`src/rtl/bag_pkg.sv`:
```
package bag_pkg;
    localparam int ADDR_W  = 16;
    localparam int BEAT_W  = 2;

    typedef enum logic [1:0] {
        ST_IDLE = 2'd0,
        ST_PROC = 2'd1,
        ST_CTRL = 2'd2
    } bag_state_e;
endpackage

```
`src/rtl/bag_owner_fsm.sv`:
```
module bag_owner_fsm
    import bag_pkg::*;
(
    input  logic       clk,
    input  logic       rst_n,
    input  logic       strb_proc,
    input  logic       strb_ctrl,
    input  logic       step,
    output logic       load,
    output logic       advance,
    output bag_state_e state
);
    bag_state_e state_q, state_d;

    always_ff @(posedge clk) begin
        if (!rst_n) state_q <= ST_IDLE;
        else        state_q <= state_d;
    end

    always_comb begin
        state_d = state_q;
        unique case (state_q)
            ST_IDLE, ST_PROC, ST_CTRL: begin
                if (strb_proc)      state_d = ST_PROC;
                else if (strb_ctrl) state_d = ST_CTRL;
            end
            default: state_d = ST_IDLE;
        endcase
    end

    always_comb begin
        load    = strb_proc | strb_ctrl;
        advance = 1'b0;
        unique case (state_q)
            ST_IDLE:          advance = 1'b0;
            ST_PROC, ST_CTRL: advance = step & ~load;
            default:          advance = 1'b0;
        endcase
    end

    assign state = state_q;
endmodule

```
`src/rtl/bag_beat_cnt.sv`:
```
module bag_beat_cnt #(
    parameter int CW = 2
) (
    input  logic          clk,
    input  logic          rst_n,
    input  logic          load,
    input  logic          advance,
    output logic [CW-1:0] beat
);
    logic [CW-1:0] beat_q;

    always_ff @(posedge clk) begin
        if (!rst_n)       beat_q <= '0;
        else if (load)    beat_q <= '0;
        else if (advance) beat_q <= beat_q + 1'b1;
    end

    assign beat = beat_q;
endmodule

```
`src/rtl/bag_start_reg.sv`:
```
module bag_start_reg #(
    parameter int AW = 16
) (
    input  logic          clk,
    input  logic          rst_n,
    input  logic          load,
    input  logic [AW-1:0] addr_in,
    output logic [AW-1:0] start
);
    logic [AW-1:0] start_q;

    always_ff @(posedge clk) begin
        if (!rst_n)    start_q <= '0;
        else if (load) start_q <= addr_in;
    end

    assign start = start_q;
endmodule

```
`src/rtl/burst_addr_gen.sv`:
```
module burst_addr_gen
    import bag_pkg::*;
#(
    parameter int AW = ADDR_W,
    parameter int CW = BEAT_W
) (
    input  logic          clk,
    input  logic          rst_n,
    input  logic [AW-1:0] addr_in,
    input  logic          strb_proc,
    input  logic          strb_ctrl,
    input  logic          step,
    input  logic          lin_mode,
    output logic [AW-1:0] addr_out,
    output logic          burst_proc,
    output logic          burst_ctrl
);
    localparam int HW = AW - CW;

    logic          load;
    logic          advance;
    bag_state_e    state;
    logic [CW-1:0] beat;
    logic [AW-1:0] start;
    logic [CW-1:0] low_bits;

    bag_owner_fsm u_fsm (
        .clk       (clk),
        .rst_n     (rst_n),
        .strb_proc (strb_proc),
        .strb_ctrl (strb_ctrl),
        .step      (step),
        .load      (load),
        .advance   (advance),
        .state     (state)
    );

    bag_beat_cnt #(.CW(CW)) u_beat (
        .clk     (clk),
        .rst_n   (rst_n),
        .load    (load),
        .advance (advance),
        .beat    (beat)
    );

    bag_start_reg #(.AW(AW)) u_start (
        .clk     (clk),
        .rst_n   (rst_n),
        .load    (load),
        .addr_in (addr_in),
        .start   (start)
    );

    always_comb begin
        if (lin_mode) low_bits = start[CW-1:0] + beat;
        else          low_bits = start[CW-1:0] ^ beat;
    end

    if (HW > 0) begin : g_upper
        assign addr_out = {start[AW-1:CW], low_bits};
    end else begin : g_noupper
        assign addr_out = low_bits;
    end

    always_comb begin
        burst_proc = 1'b0;
        burst_ctrl = 1'b0;
        unique case (state)
            ST_IDLE: ;
            ST_PROC: burst_proc = 1'b1;
            ST_CTRL: burst_ctrl = 1'b1;
            default: ;
        endcase
    end
endmodule

```
`config.mk`:
```
export PLATFORM = sky130hd
export DESIGN_NAME = burst_addr_gen
export DESIGN_NICKNAME = d
export VERILOG_FILES = /design/src/rtl/bag_pkg.sv /design/src/rtl/bag_owner_fsm.sv /design/src/rtl/bag_beat_cnt.sv /design/src/rtl/bag_start_reg.sv /design/src/rtl/burst_addr_gen.sv
export SDC_FILE = /design/constraint.sdc
export NUM_CORES = 1
export LEC_CHECK = 0
export BUFFER_PORTS_ARGS = -buffer_cell sky130_fd_sc_hd__buf_4
export CAP_MARGIN = 15
export CELL_PAD_IN_SITES_DETAIL_PLACEMENT = 0
export CELL_PAD_IN_SITES_GLOBAL_PLACEMENT = 1
export CORE_MARGIN = 1.5
export CORE_UTILIZATION = 34
export CTS_CLUSTER_DIAMETER = 60
export CTS_CLUSTER_SIZE = 14
export DETAILED_ROUTE_END_ITERATION = 16
export PLACE_DENSITY_LB_ADDON = 0.1
export SLEW_MARGIN = 20
export SYNTH_ARGS = -nofsm -noshare
export SYNTH_HDL_FRONTEND = slang
export SYNTH_SLANG_ARGS = --single-unit
export TNS_END_PERCENT = 20
```
`constraint.sdc`:
```
create_clock -name clk -period 1.3 [get_ports clk]
set_input_delay 0.26 -clock clk [delete_from_list [all_inputs] [get_ports clk]]
set_output_delay 0.26 -clock clk [all_outputs]
set_load 0.1 [all_outputs]
```
==> flow_summary.toml <==
[critical_path]
cp_slowest_stage_delay_ns = 0.38
startpoint_type = "register"
worstPathRequired_ns = 1.04
worstPathArrival_ns = 1.25
path_class = "reg -> out"
worstPathMaxFanout = 3
slowest_stage = "dfxtp_4"
cp-end-kind = "primary output"
worst_r2r_path_depth = 5
path_cells = "ha_4 -> nand2_4 -> xnor2_4 -> buf_12"

[clock_tree]
h-tree-depth = 1
root_buffer = "clkbuf_4"
numCtsBuffers = 3
ctsLongestPathBuffers = 2
path_clk_slew_ns = 0.12
clock_sinks = 20
cts_tree = "built"
hold_buffers = 0
clk_latency_ns = 0.29

[worst_hold_path]
hold_path_depth = 2
min_path_type = "in -> reg"

[sta]
finalWorstSetupSlack_ns = -0.212
rsz0062_at_grt = "true"
slew_headroom_pct = 59.1
fmax_mhz = 661
setup_violations = 3
finalCritPeriodShare_pct = 116
hold_viol = 0
period_needed_ns = 1.51
slew_viol_final = 0
fin_skew_ns = 0.00282
worstMarginPinSlew_ns = 0.614

[job]
max_cap_viol_count = 0

[status]
violations = "negative setup slack"
outcome = "finished, violations left"

[final_layout]
fin_nets = 162
syn_to_final_growth_pct = 36.3
design_area_um2 = 1350
diodes = 0
drive_gt1_share_pct = 51.1

[floorplan]
die_w_um = 57.1
ios = 40
core_area_um2 = 2760
start_util_pct = 36.0
dieArea_um2 = 3260
die_h_um = 57.1
rows = 19

[global_route]
grt_pass1_vias = 729
grt-ovfl-total = 0
grtUsageTotal_pct = 12.2
grt_max_degree = 19
antenna_found_initial = 0
grt_pass1_wl_mm = 3.10

[synthesis]
yosysWarningCount = 0
synth_top_cell_area_share_pct = 40.3
syn_avg_cell_area_um2 = 9.11
synthesis.instances = 109
syn-cell-area_um2 = 993
seq_area_frac_synth_pct = 40.3
synth_nets = 135
yosysTopAreaCell = "dfxtp_1"
yosysUniqueCellTypes = 22
synth-seq-cells = 20
synthTopCellsByArea = "dfxtp_1 40%, nand2_1 12%, a21boi_2 11%"

[drt]
drtPass1Iterations = 3
vias_per_cell = 4.39
ant_nets = 0
drcViolationCount = 0
routedWlPerCell_um = 10.9
routed_wl_mm = 1.82
drt_iter0_drc = 14
vias = 728

[placement]
io_buffers = 39
pre_cts_ws_ns = -0.0178
hpwl_mm = 1.28
place_congestion = 0.646
placed_cell_area_um2 = 1230

[power_and_ir_drop]
leakagePower_uw = 0.000603
vdd_drop_max_mv = 0.623
power_density_nw_per_um2 = 1130
total_power_uw = 1530
power breakdown:
| group | total (µW) | switching (µW) | internal (µW) |
|---|---|---|---|
| combinational | 498 | 341 | 156 |
| clock | 361 | 190 | 170 |
| sequential | 669 | 23.0 | 646 |
| total | 1530 | 555 | 973 |
per-stage QoR:
stage          util [%]  TNS, ns  hold slack, ns  std cells
3_3_place_gp       44.5        0           0.445        162
3_5_place_dp       44.5  -0.0178           0.452        162
5_1_grt            49.1   -0.573           0.128        166
4_1_cts            48.3   -0.409           0.141        166
6_report           49.1   -0.357           0.148        166
2_1_floorplan         -   -0.308           0.338        109
state kept, by name (all words and copies together), names as in the netlist:
signal / count
u_beat.beat: 2
u_fsm.state: 2
u_start.start: 16
per-layer routing:
metal,track usage [%],part of all wire [%],vias to the layer above
li1,-,-,379
met3,3.17,6.2,2
met1,14.5,43,328
met5,0,0,-
met2,21.0,50,19
met4,4.98,0.94,0
placed cells by master, fill, tap and decap left out, drive strengths merged:
cell type and instances:
a211oi 1, a21boi 16, a21oi 1, buf 40, clkbuf 4, dfxtp 20, ha 4, inv 3
nand2 34, nand2b 1, nand3b 1, nor2 4, nor2b 1, or2 1, xnor2 2, xor2 2
critical path: cells and delay by family (launching register included):
kind	cells	cell delay [ns]
DFF	1	0.38
xor gates and xnor gates	1	0.19
adders and majority gates	1	0.13
buffers and inverters	1	0.19
and+or+nand+nor	1	0.06
cell type report:
type                       count  area [µm²]
clock buffer                   4        36.3
sequential                    20         415
multi-input combinational     68         507
inverter                       3        11.3
tap                           31        38.8
fill                         279        1400
timing repair buffer          40         345
worst paths after layout:
path                                                     from                             to  slack, ns
worst min register to register  u_start.start[2]$_SDFFE_PN0P_  u_start.start[2]$_SDFFE_PN0P_       0.46
worst max register to register    u_fsm.state[0]$_SDFFE_PN0P_    u_beat.beat[1]$_SDFFE_PP0P_       0.13
worst max-delay path              u_beat.beat[0]$_SDFFE_PP0P_                    addr_out[1]      -0.21
worst min-delay path                                strb_proc    u_fsm.state[1]$_SDFFE_PP0P_       0.15
timing repair:
item / CTS / global route
pin swaps: 2 / 3
setup buffers: 1 / 0
resized for setup: 18 / 6
setup endpoints to repair: 4 / 4
Yosys cell counts (all sizes together):
master and n:
a211oi 1, a21boi 16, a21oi 1, buf 17, clkbuf 1, dfxtp 20
ha 4, inv 3, nand2 34, nand2b 1, nand3b 1, nor2 4
nor2b 1, or2 1, xnor2 2, xor2 2
cell families (layout without fill, tap and decap cells):
family	after synthesis	in the layout	share of synthesized area, %
fa+ha+maj	4	4	5.04
simple gates	42	42	18.3
xor+xnor	4	4	3.53
buf+inv	21	47	15.7
compound gates	18	18	17.1
flops	20	20	40.3
Power figures use the tool's default switching activity.
